**config.mk**
```make
export PLATFORM = sky130hd
export DESIGN_NAME = pulse_snapshot_counter
export DESIGN_NICKNAME = d
export VERILOG_FILES = /design/src/rtl/psc_pkg.sv /design/src/rtl/psc_edge_sync.sv /design/src/rtl/psc_control.sv /design/src/rtl/psc_datapath.sv /design/src/rtl/pulse_snapshot_counter.sv
export SDC_FILE = /design/constraint.sdc
export NUM_CORES = 1
export LEC_CHECK = 0
export BUFFER_PORTS_ARGS = -buffer_cell sky130_fd_sc_hd__buf_4
export CORE_ASPECT_RATIO = 0.9
export CORE_MARGIN = 2
export CORE_UTILIZATION = 55
export CTS_CLUSTER_DIAMETER = 60
export DETAILED_ROUTE_END_ITERATION = 7
export HOLD_SLACK_MARGIN = 0.02
export PLACE_DENSITY = 0.89
export RECOVER_POWER = 25
export SLEW_MARGIN = 20
export SYNTH_ARGS = -nofsm -noshare
export SYNTH_HDL_FRONTEND = slang
export SYNTH_SLANG_ARGS = --single-unit
```
**constraint.sdc**
```tcl
create_clock -name clk -period 2.4 [get_ports clk]
set_input_delay 0.24 -clock clk [delete_from_list [all_inputs] [get_ports clk]]
set_output_delay 0.24 -clock clk [all_outputs]
set_load 0.05 [all_outputs]
```
**src/rtl/psc_pkg.sv**
```systemverilog
package psc_pkg;
  typedef struct packed {
    logic countStep;
    logic captureStep;
  } pscStrobes_t;
endpackage

```
**src/rtl/psc_edge_sync.sv**
```systemverilog
module psc_edge_sync #(
  parameter int SYNC_STAGES = 2
) (
  input  logic clk,
  input  logic rst,
  input  logic asyncIn,
  output logic risePulse
);
  logic [SYNC_STAGES-1:0] syncQ;
  logic prevQ;

  always_ff @(posedge clk) begin
    if (rst) begin
      syncQ <= '0;
      prevQ <= 1'b0;
    end else begin
      syncQ <= {syncQ[SYNC_STAGES-2:0], asyncIn};
      prevQ <= syncQ[SYNC_STAGES-1];
    end
  end

  assign risePulse = syncQ[SYNC_STAGES-1] & ~prevQ;
endmodule

```
**src/rtl/psc_control.sv**
```systemverilog
module psc_control
  import psc_pkg::*;
#(
  parameter int SYNC_STAGES = 2
) (
  input  logic        clk,
  input  logic        rst,
  input  logic        pulseIn,
  input  logic        captureReq,
  output pscStrobes_t strobes
);
  localparam int NUM_LINES = 2;
  logic [NUM_LINES-1:0] rawLines;
  logic [NUM_LINES-1:0] riseLines;

  assign rawLines = {captureReq, pulseIn};

  for (genvar i = 0; i < NUM_LINES; i++) begin : g_line
    psc_edge_sync #(.SYNC_STAGES(SYNC_STAGES)) u_sync (
      .clk      (clk),
      .rst      (rst),
      .asyncIn  (rawLines[i]),
      .risePulse(riseLines[i])
    );
  end

  assign strobes.countStep   = riseLines[0];
  assign strobes.captureStep = riseLines[1];
endmodule

```
**src/rtl/psc_datapath.sv**
```systemverilog
module psc_datapath
  import psc_pkg::*;
#(
  parameter int HALF_W     = 16,
  parameter int NUM_HALVES = 2
) (
  input  logic                         clk,
  input  logic                         rst,
  input  pscStrobes_t                  strobes,
  output logic [HALF_W*NUM_HALVES-1:0] snapValue,
  output logic                         snapValid
);
  localparam int CNT_W = HALF_W * NUM_HALVES;

  logic [CNT_W-1:0]      countVal;
  logic [NUM_HALVES-1:0] carryIn;

  assign carryIn[0] = strobes.countStep;

  for (genvar h = 0; h < NUM_HALVES; h++) begin : g_half
    logic [HALF_W-1:0] halfQ;
    always_ff @(posedge clk) begin
      if (rst) halfQ <= '0;
      else if (carryIn[h]) halfQ <= halfQ + 1'b1;
    end
    assign countVal[h*HALF_W +: HALF_W] = halfQ;
    if (h < NUM_HALVES - 1) begin : g_carry
      assign carryIn[h+1] = carryIn[h] & (&halfQ);
    end
  end

  // Snapshot samples the pre-increment count when both strobes coincide.
  always_ff @(posedge clk) begin
    if (rst) begin
      snapValue <= '0;
      snapValid <= 1'b0;
    end else begin
      snapValid <= strobes.captureStep;
      if (strobes.captureStep) snapValue <= countVal;
    end
  end
endmodule

```
**src/rtl/pulse_snapshot_counter.sv**
```systemverilog
module pulse_snapshot_counter
  import psc_pkg::*;
#(
  parameter int HALF_W      = 16,
  parameter int NUM_HALVES  = 2,
  parameter int SYNC_STAGES = 2
) (
  input  logic                         clk,
  input  logic                         rst,
  input  logic                         pulseIn,
  input  logic                         captureReq,
  output logic [HALF_W*NUM_HALVES-1:0] snapValue,
  output logic                         snapValid
);
  pscStrobes_t strobes;

  psc_control #(.SYNC_STAGES(SYNC_STAGES)) u_control (
    .clk       (clk),
    .rst       (rst),
    .pulseIn   (pulseIn),
    .captureReq(captureReq),
    .strobes   (strobes)
  );

  psc_datapath #(.HALF_W(HALF_W), .NUM_HALVES(NUM_HALVES)) u_datapath (
    .clk      (clk),
    .rst      (rst),
    .strobes  (strobes),
    .snapValue(snapValue),
    .snapValid(snapValid)
  );
endmodule

```
==> reports/qor.tcl, run 1 <==
set qor(detail_route.drc_violations) 0
set qor(firstDrtPassIters) 5
set qor(crit-reg2reg-capture) {u_datapath.g_half[1].halfQ[15]}
set qor(rsz0062_at_grt) {no}
set qor(post_synth_instance_area_mm2) 0.00282
set qor(max-slew-margin-rel) 0.107
set qor(port-buffer-count) 36
set qor(synthDominantAreaCellType) {sky130_fd_sc_hd__dfxtp_1}
set qor(arrival_ps) 2480
set qor(cts_hold_bufs) 0
set qor(sink_of_the_worst_hold_path) {u_control.g_line[1].u_sync.syncQ[0]}
set qor(grt_antenna_before_repair) 0
set qor(total_routing_usage_reported_by_global_routing) 0.214
set qor(initial_standard_cell_utilization_of_the_core) 0.575
set qor(first_global_vias) 2218
set qor(grt_pass1_wl_um) 9580
set qor(final.setup.tns_ps) 0
set qor(cts_buf_count) 9
set qor(cts.repair_timing.setup_buffer_count) 0
set qor(timing_worst_setup_path_type) {register to register}
set qor(cts.htree.levels) 3
set qor(multi_input_comb_area_mm2) 0.00129
set qor(post_synth_num_cell_types) 31
set qor(via_per_inst) 5.51
set qor(die_x_um) 79.4
set qor(area_growth_pct) 15.5
set qor(finalClockSkew_ps) 4.38
set qor(synth_enable_flop_cells) 0
set qor(synth.ff_latch_count) 71
set qor(synth_nets) 340
set qor(synth.avg_cell_area_um2) 8.43
set qor(routed_wirelength_um) 5630
set qor(worst-r2r-cell-count) 5
set qor(holdCritStartpoint) {captureReq}
set qor(clock.fmax_mhz) 447
set qor(drtIter0Drc) 181
set qor(critical_path.max_stage_delay_ps) 690
set qor(setup_viol) 0
set qor(ys.warnings.count) 0
set qor(grt_start_max_net_pins) 71
set qor(peakVddDrop_mv) 0.579
set qor(dp_hpwl_um) 3570
set qor(clk_pin_slew_ps) 70
set qor(synthTopCellsByArea) {sky130_fd_sc_hd__dfxtp_1 (50%), sky130_fd_sc_hd__nand2_1 (9.7%), sky130_fd_sc_hd__a21oi_1 (9.1%)}
set qor(setup.reg_to_reg.worst_slack_ps) 160
set qor(synthMostInstantiatedCell) {sky130_fd_sc_hd__nand2_1}
set qor(ant_nets) 0
set qor(cp.required_ps) 2650
set qor(period_share) 0.932
set qor(antenna-diode-count) 0
set qor(core-area_mm2) 0.00489
set qor(floorplan.die_area_mm2) 0.00571
set qor(power.density_mw_per_mm2) 680
set qor(area.sequential_mm2) 0.00142
set qor(total_leakage_power_nw) 1.06
set qor(tritoncts) {built}
set qor(grt_overflow) 0
set qor(drive_above_1_share) 0.114
set qor(min_path_type) {input pin to register}
set qor(detailroute.via_count) 2392
set qor(finalMaxSlewViolations) 0
set qor(die_height_um) 71.9
set qor(worstPathMaxFanout) 22
set qor(synth.top_cells.by_count) {sky130_fd_sc_hd__nand2_1 (73), sky130_fd_sc_hd__dfxtp_1 (71), sky130_fd_sc_hd__a21oi_1 (51)}
set qor(place.gp.congestion) 0.770
set qor(syn_inst) 334
set qor(cpMaxStageDelayCell) {sky130_fd_sc_hd__or4_4}
set qor(run_status) {finished clean}
set qor(root_buffer) {sky130_fd_sc_hd__clkbuf_8}
set qor(insertion_delay_ps) 330
set qor(post_drt_wl_per_cell_um) 13.0
set qor(synth-main-ff-cell) {sky130_fd_sc_hd__dfxtp_1}
set qor(rows) 24
set qor(io_pins) 37
set qor(final.fill_count) 406
set qor(final_core_util) 0.664
set qor(cp-start-kind) {register}
set qor(tightestPinTransition_ps) 1340
set qor(worst_hold_path_cells) 2
set qor(post_cts_resized) 0
set qor(async_flop_share) 0
set qor(seq_area_frac_synth) 0.505
set qor(end_kind) {register}
set qor(synth_top_area_frac) 0.505
set qor(ctsLongestPathBuffers) 2
set qor(crit-reg2reg-launch) {u_datapath.g_half[0].halfQ[0]}
set qor(path_cells) {ha_1, nand3b_1, or4_4, or4_1, a21oi_1}
set qor(number_of_failing_hold_endpoints_at_the_final_stage) 0
set qor(max_cap_viol_count) 0
set qor(clock-sinks) 71
set qor(timing.final.crit_period_ps) 2240
set qor(nets) 370
[critical path: cells and delay by family, from the launching register on]
family                     cells  cell delay, ps
AOI/OAI and AO/OA              1             140
adders and majority gates      1             170
DFF                            1             420
and+or+nand+nor                3            1420
[power breakdown]
| group | switching (mW) | leakage, nW | internal (mW) |
|---|---|---|---|
| logic | 0.0363 | 0.377 | 0.0109 |
| registers | 0.00431 | 0.573 | 1.18 |
| clock network | 0.414 | 0.109 | 0.562 |
| total | 0.455 | 1.06 | 1.76 |
[routing by layer]
metal / track usage / share of wire / vias to the layer above
met5: 0 / 0 / -
met3: 0.0806 / 0.042 / 4
met2: 0.351 / 0.48 / 57
met1: 0.259 / 0.47 / 1110
li1: - / - / 1221
met4: 0.0747 / 0.0087 / 0
[worst max path at each step]
stage                                  start                        endpoint  slack (ps)  cells after the start
3_3_place_gp   u_datapath.g_half[0].halfQ[0]   u_datapath.g_half[1].halfQ[5]         240                      5
2_1_floorplan  u_datapath.g_half[0].halfQ[0]  u_datapath.g_half[1].halfQ[11]         310                      6
5_1_grt        u_datapath.g_half[0].halfQ[0]  u_datapath.g_half[1].halfQ[15]          60                      5
4_1_cts        u_datapath.g_half[0].halfQ[0]   u_datapath.g_half[1].halfQ[5]         130                      5
6_report       u_datapath.g_half[0].halfQ[0]  u_datapath.g_half[1].halfQ[15]         160                      5
3_5_place_dp   u_datapath.g_half[0].halfQ[0]   u_datapath.g_half[1].halfQ[5]         150                      5
[state kept, by name (all words and copies together) (netlist names)]
signal and cells:
u_control.g_line.u_sync.syncQ 4, u_datapath.snapValue 32, u_control.g_line.u_sync.prevQ 2, u_datapath.g_half.halfQ 32, u_datapath.snapValid 1
[stage by stage]
stage               std cells  hold WS, ps  cell area (um^2)  setup slack, ps  power, mW
global placement          418          419              3110              239       1.26
detailed placement        418          431              3110              151       1.26
finish                    434          115              3250              164       2.21
floorplan                 334          368              2820              306       1.25
CTS                       434         99.3              3320              131       2.24
global route              434         97.8              3250             61.6       2.29
[cell type report]
type                       instances  area share
sequential                        71       0.437
multi-input combinational        237       0.398
timing repair buffer              39      0.0685
clock buffer                      13      0.0519
tap                               65      0.0250
clock inverter                     3      0.0123
inverter                           6     0.00693
[kinds of logic after synthesis]
| kind of cell | share of synthesized area |
|---|---|
| buffers and inverters | 0.0373 |
| flip-flops | 0.505 |
| XOR/XNOR | 0.0342 |
| multiplexers | 0.00356 |
| AO/OA/AOI/OAI | 0.141 |
| AND/OR/NAND/NOR | 0.270 |
| adder cells (fa/ha/maj) | 0.00889 |
[layout by cell type, fill, tap and decap left out, drive strengths merged, types with 3 or more instances in the layout]
cell type  netlist  layout
clkbuf          19      32
nor2b            9       9
a21oi           51      51
or3              8       8
dfxtp           71      71
nor3             5       5
nor2            12      12
nand4            7       7
nor4             4       4
o31ai           12      12
and3             3       3
nand2           73      73
xnor2            9       9
buf              1      20
or4             14      14
o21ai            7       7
nand3            9       9
inv              6       6
No activity file was read; power rests on OpenSTA's default activity.
==> inputs of run 2 (changes only) <==
- BUFFER_PORTS_ARGS: -buffer_cell sky130_fd_sc_hd__buf_4 -> -buffer_cell sky130_fd_sc_hd__buf_2
==> run 2 against run 1 <==
Total power is 3.6% higher. First-iteration DRC count is 23% lower. Wire length is 1.1% lower. Sequential share of layout area is 0.15 points higher. Register-to-register slack better by 20 ps. Count of clock-buffer cells in the layout stayed put. Die area stayed put. Non-clock buffer count is 2 higher. Critical path depth stayed put. Sequential power hardly changed. Clock power is 8% higher. Largest cell class unchanged.
==> reports/qor.tcl, run 2 (synthesis gave the netlist of run 1 again) <==
set qor(dp_hpwl_um) 3690
set qor(worst-r2r-cell-count) 5
set qor(root_buffer) {sky130_fd_sc_hd__clkbuf_8}
set qor(rows) 24
set qor(cts.repair_timing.setup_buffer_count) 0
set qor(via_per_inst) 5.56
set qor(critical_path.top_delay_family) {simple AND/OR/NAND/NOR gates}
set qor(io_pins) 37
set qor(clock.fmax_mhz) 451
set qor(most-common-layout-cells) {sky130_fd_sc_hd__nand2_1 (73), sky130_fd_sc_hd__dfxtp_1 (71), sky130_fd_sc_hd__a21oi_1 (51)}
set qor(die_height_um) 71.9
set qor(port-buffer-count) 36
set qor(period_share) 0.923
set qor(min_path_type) {input pin to register}
set qor(cts.htree.levels) 3
set qor(ant_nets) 0
set qor(floorplan.die_area_mm2) 0.00571
set qor(drive_above_1_share) 0.119
set qor(finalMaxSlewViolations) 0
set qor(area_growth_pct) 15.1
set qor(clock-sinks) 71
set qor(timing.final.crit_period_ps) 2220
set qor(grt_pass1_wl_um) 9790
set qor(total_routing_usage_reported_by_global_routing) 0.218
set qor(setup_viol) 0
set qor(most_common_library_cell_in_the_layout_ignoring_fill_and_taps) {sky130_fd_sc_hd__nand2_1}
set qor(total_leakage_power_nw) 1.08
set qor(largest_registers) {u_datapath.g_half.halfQ (32), u_datapath.snapValue (32), u_control.g_line.u_sync.syncQ (4)}
set qor(grt_antenna_before_repair) 0
set qor(power.density_mw_per_mm2) 707
set qor(drtIter0Drc) 140
set qor(finalWorstSetupSlack_ps) 185
set qor(critical_path.max_stage_delay_ps) 690
set qor(detailroute.via_count) 2422
set qor(worstPathMaxFanout) 22
set qor(tritoncts) {built}
set qor(wl_met3_um) 259
set qor(die_x_um) 79.4
set qor(cpMaxStageDelayCell) {sky130_fd_sc_hd__or4_4}
set qor(cts_buf_count) 9
set qor(timing.critical_path.depth) 5
set qor(peakVddDrop_mv) 0.707
set qor(met1Wirelength_um) 2600
set qor(grt_start_max_net_pins) 42
set qor(cp-start-kind) {register}
set qor(arrival_ps) 2490
set qor(core-area_mm2) 0.00489
set qor(first_global_vias) 2245
set qor(grt_overflow) 0
set qor(timing_worst_setup_path_type) {register to register}
set qor(clk_pin_slew_ps) 80
set qor(tightestPinTransition_ps) 682
set qor(antenna-diode-count) 0
set qor(rsz0062_at_grt) {no}
set qor(insertion_delay_ps) 340
set qor(initial_standard_cell_utilization_of_the_core) 0.575
set qor(cp.required_ps) 2670
set qor(end_kind) {register}
set qor(post_drt_wl_per_cell_um) 12.8
set qor(firstDrtPassIters) 4
set qor(max_cap_viol_count) 0
set qor(number_of_failing_hold_endpoints_at_the_final_stage) 0
set qor(path_cells) {ha_1, nand3b_1, or4_4, or4_1, a21oi_1}
set qor(place.gp.congestion) 0.797
set qor(worst_hold_path_cells) 2
set qor(dr.max_layer_used) {met4}
set qor(routed_wirelength_um) 5570
set qor(max-slew-margin-rel) 0.545
set qor(crit_buf_inv) 0
set qor(final.setup.tns_ps) 0
set qor(run_status) {finished clean}
set qor(preCtsSetupSlack_ps) 109
set qor(ctsLongestPathBuffers) 2
set qor(routed-wl-met2_um) 2620
set qor(finalClockSkew_ps) 12.2
set qor(detail_route.drc_violations) 0
set qor(nets) 372
## run 2: changes by cell type in the layout (fill, tap and decap cells not counted)
cell                        before  now
sky130_fd_sc_hd__buf_2           0   19
sky130_fd_sc_hd__clkbuf_2        1    0
sky130_fd_sc_hd__clkinv_2        2    1
sky130_fd_sc_hd__bufinv_16       1    2
sky130_fd_sc_hd__clkbuf_8       12   11
sky130_fd_sc_hd__buf_4          20    5
## run 2: timing repair
action                                  CTS  global route
resized for setup                         0             1
hold buffers                              0             0
endpoints found under the setup margin    0             1
## run 2: cell type report
cell class / count / area (um^2)
tap: 65 / 81.3
clock buffer: 13 / 159
timing repair buffer: 41 / 196
inverter: 6 / 22.5
fill: 408 / 1650
clock inverter: 3 / 65.1
sequential: 71 / 1420
multi-input combinational: 237 / 1290
## run 2: final timing paths
path	start	endpoint	slack (ps)
max	u_datapath.g_half[0].halfQ[0]	u_datapath.g_half[1].halfQ[15]	180
min	pulseIn	u_control.g_line[0].u_sync.syncQ[0]	110
max reg2reg	u_datapath.g_half[0].halfQ[0]	u_datapath.g_half[1].halfQ[15]	180
min reg2reg	u_control.g_line[1].u_sync.syncQ[0]	u_control.g_line[1].u_sync.syncQ[1]	440
## run 2: worst reg2reg max path: cells and delay by family, from the launching register on
| kind | cells | cell delay (ps) |
|---|---|---|
| AOI/OAI and AO/OA | 1 | 140 |
| adders and majority gates | 1 | 180 |
| DFF | 1 | 410 |
| and+or+nand+nor | 3 | 1420 |
## run 2: where the power goes
part	switching, mW	internal (mW)	total [mW]	leakage [nW]
Combinational	0.0364	0.0121	0.0484	0.391
Clock	0.415	0.642	1.06	0.114
Sequential	0.00409	1.18	1.19	0.573
Total	0.455	1.84	2.29	1.08
## run 2: routing by layer
metal,vias to the layer above,track usage
li1,1224,-
met1,1139,0.267
met2,52,0.360
met3,7,0.0768
met4,0,0.0747
met5,-,0
## run 2: stage by stage
step	total power, mW	instance area [um^2]	hold slack [ps]	std cells	utilization
CTS	2.31	3260	105	436	0.666
floorplan	1.25	2820	368	334	-
finish	2.29	3240	114	436	0.662
global route	2.36	3240	112	436	0.662
detailed placement	1.26	3030	428	420	0.620
global placement	1.26	3030	416	420	0.620
==> inputs of run 3 (changes only) <==
- ABC_AREA: default -> 1
- PLACE_DENSITY: 0.89 -> 0.88
==> run 3 against run 2 <==
Clock skew fell by 6.4 ps. Combinational power grew to 4.1 times the previous value. Sequential share of layout area down 2.1 points. Largest power group unchanged. Final cell count grew 22%. Clock power is 21% lower. Synthesized area up 8.2%. Largest cell class unchanged. Critical path depth unchanged. Sequential power about the same. Core utilization shrank 1.8 points. Total power shrank 1.2%. Maximum frequency increased by 22%. Via count is 17% higher.
==> reports/qor.tcl, run 3 <==
set qor(synth-xor-area-share) 0
set qor(synth.area.mux_share) 0
set qor(timing.critical_path.depth) 5
set qor(cts_buf_count) 9
set qor(grt.met3_usage) 0.0825
set qor(insertion_delay_ps) 350
set qor(first_global_vias) 2604
set qor(io_pins) 37
set qor(area_growth_pct) 11.8
set qor(syn_inst) 430
set qor(ctsLongestPathBuffers) 2
set qor(grt_antenna_before_repair) 0
set qor(cts.htree.levels) 3
set qor(arrival_ps) 2040
set qor(peakVddDrop_mv) 0.408
set qor(ant_nets) 0
set qor(grt_overflow) 0
set qor(cts.repair_timing.setup_buffer_count) 0
set qor(die_height_um) 74.6
set qor(worst_hold_path_cells) 3
set qor(total_routing_usage_reported_by_global_routing) 0.241
set qor(most_common_library_cell_in_the_layout_ignoring_fill_and_taps) {sky130_fd_sc_hd__nor2_1}
set qor(finalClockSkew_ps) 5.74
set qor(via_per_inst) 5.30
set qor(final.setup.tns_ps) 0
set qor(firstDrtPassIters) 4
set qor(drive_above_1_share) 0.112
set qor(finalMaxSlewViolations) 0
set qor(ys.warnings.count) 0
set qor(run_status) {finished clean}
set qor(synthTopCellsByArea) {sky130_fd_sc_hd__dfxtp_1 (47%), sky130_fd_sc_hd__nor2_1 (10%), sky130_fd_sc_hd__nand2_1 (8.6%)}
set qor(period_share) 0.756
set qor(power_switching_share) 0.253
set qor(worst-r2r-cell-count) 8
set qor(end_kind) {register}
set qor(synthDominantAreaCellType) {sky130_fd_sc_hd__dfxtp_1}
set qor(yosys.area_share.simple) 0.309
set qor(place.gp.congestion) 0.893
set qor(synth_top_area_frac) 0.467
set qor(busiest_layer) {met2}
set qor(floorplan.die_area_mm2) 0.00615
set qor(synth.avg_cell_area_um2) 7.08
set qor(power.density_mw_per_mm2) 665
set qor(synth-main-ff-cell) {sky130_fd_sc_hd__dfxtp_1}
set qor(seq_area_frac_synth) 0.467
set qor(initial_standard_cell_utilization_of_the_core) 0.576
set qor(total_leakage_power_nw) 1.37
set qor(globalRouteMet1Util) 0.268
set qor(rsz0062_at_grt) {no}
set qor(max_cap_viol_count) 0
set qor(synthMostInstantiatedCell) {sky130_fd_sc_hd__nor2_1}
set qor(post_synth_instance_area_mm2) 0.00305
set qor(post_drt_wl_per_cell_um) 12.4
set qor(synth.ff_latch_count) 71
set qor(post_synth_num_cell_types) 22
set qor(detail_route.drc_violations) 0
set qor(post_synthesis_compound_gate_area_fraction) 0.137
set qor(root_buffer) {sky130_fd_sc_hd__clkbuf_8}
set qor(antenna-diode-count) 0
set qor(synth.top_cells.by_count) {sky130_fd_sc_hd__nor2_1 (84), sky130_fd_sc_hd__dfxtp_1 (71), sky130_fd_sc_hd__nand2_1 (70)}
set qor(tightestPinTransition_ps) 843
set qor(grt_start_max_net_pins) 49
set qor(crit_buf_inv) 3
set qor(drtIter0Drc) 185
set qor(setup_viol) 0
set qor(port-buffer-count) 36
set qor(cts_hold_bufs) 0
set qor(async_flop_share) 0
set qor(number_of_failing_hold_endpoints_at_the_final_stage) 0
set qor(clock-sinks) 71
set qor(synth_fa_ha_area_frac) 0.00822
set qor(clk_pin_slew_ps) 70
set qor(cp-start-kind) {input pin}
set qor(power.share.combinational) 0.087
set qor(synth_enable_flop_cells) 0
set qor(critical_path.top_delay_family) {buffers and inverters}
set qor(grt_pass1_wl_um) 11200
set qor(dp_hpwl_um) 4610
set qor(timing.final.crit_period_ps) 1810
set qor(global_route.usage.met2) 0.424
set qor(timing_worst_setup_path_type) {input pin to register}
set qor(clock.fmax_mhz) 551
set qor(worstPathMaxFanout) 39
set qor(most-common-layout-cells) {sky130_fd_sc_hd__nor2_1 (83), sky130_fd_sc_hd__dfxtp_1 (71), sky130_fd_sc_hd__nand2_1 (70)}
set qor(post_cts_resized) 0
set qor(max-slew-margin-rel) 0.438
set qor(core-area_mm2) 0.00529
set qor(path_cells) {clkbuf_1, inv_1, clkbuf_2, o21ai_0, a21oi_1}
set qor(total_power_mw) 2.26
set qor(rows) 25
set qor(routed_wirelength_um) 6630
set qor(nets) 470
set qor(largest_registers) {u_datapath.g_half.halfQ (32), u_datapath.snapValue (32), u_control.g_line.u_sync.syncQ (4)}
set qor(critical_path.max_stage_delay_ps) 540
set qor(cpMaxStageDelayCell) {sky130_fd_sc_hd__clkbuf_2}
set qor(detailroute.via_count) 2823
set qor(tritoncts) {built}
set qor(synth_nets) 436
set qor(min_path_type) {input pin to register}
set qor(internal_portion_of_total_power_mw) 1.69
set qor(setup.reg_to_reg.worst_slack_ps) 760
set qor(switching_power_mw) 0.574
set qor(cp.required_ps) 2630
set qor(synth_top_family_by_area) {simple AND/OR/NAND/NOR gates}
set qor(share_seq_of_total_power) 0.541
set qor(clock_power_share) 0.372
set qor(die_x_um) 82.4
## run 3: cell count changes after synthesis, moves of 13 or more
cell / delta
sky130_fd_sc_hd__nand3_1: +18
sky130_fd_sc_hd__or4_1: -13
sky130_fd_sc_hd__o21ai_0: +33
sky130_fd_sc_hd__nor2_1: +72
sky130_fd_sc_hd__inv_1: +36
## run 3: per-layer routing
layer | wire (um) | vias to the layer above
li1 | - | 1443
met1 | 2820 | 1293
met2 | 3290 | 73
met3 | 385 | 14
met4 | 136 | 0
met5 | 0 | -
## run 3: per-stage QoR
step                      hold slack, ps  cell area (um^2)  setup WS (ps)  cells   util
after global placement               389              3270            911    520  0.619
after CTS                           92.1              3440            773    533  0.652
after global routing                94.5              3400            319    533  0.644
final                               97.3              3400            585    533  0.644
after floorplan                      309              3050           1020    430      -
after detailed placement             404              3270            836    520  0.619
## run 3: path summary, 6_finish.rpt
kind / startpoint / to
setup / recovery: rst / u_datapath.snapValue[8]
hold / removal: pulseIn / u_control.g_line[0].u_sync.syncQ[0]
setup reg to reg: u_datapath.g_half[0].halfQ[1] / u_datapath.g_half[1].halfQ[9]
hold reg to reg: u_control.g_line[1].u_sync.syncQ[0] / u_control.g_line[1].u_sync.syncQ[1]
## run 3: logic make-up after synthesis
group / after synthesis
AOI/OAI and AO/OA: 83
adders and majority gates: 2
buffers and inverters: 60
DFF: 71
and+or+nand+nor: 214
## run 3: power by group through the flow
stage                     logic [mW]  registers, mW  clock network, mW
after global placement         0.202           1.25                  0
after floorplan               0.0649           1.34                  0
after global routing           0.215           1.23              0.906
after CTS                      0.206           1.22              0.860
final                          0.197           1.22              0.842
after detailed placement       0.205           1.25                  0
## run 3: layout make-up
cell class,instances,area (um^2)
Fill cell,484,1880
Sequential cell,71,1420
Multi-Input combinational cell,299,1390
Timing Repair Buffer,40,183
Clock buffer,12,165
Inverter,43,161
Tap cell,67,83.8
Clock inverter,1,5.00
## run 3: worst reg2reg max path, cell delays in order, from the launching register on
cell,delay [ps]
sky130_fd_sc_hd__dfxtp_1,380
sky130_fd_sc_hd__ha_1,210
sky130_fd_sc_hd__inv_1,70
sky130_fd_sc_hd__nor2_2,180
sky130_fd_sc_hd__nand2_2,100
sky130_fd_sc_hd__nor2_4,300
sky130_fd_sc_hd__nand4_1,150
sky130_fd_sc_hd__nand2_1,90
sky130_fd_sc_hd__nor2_1,50
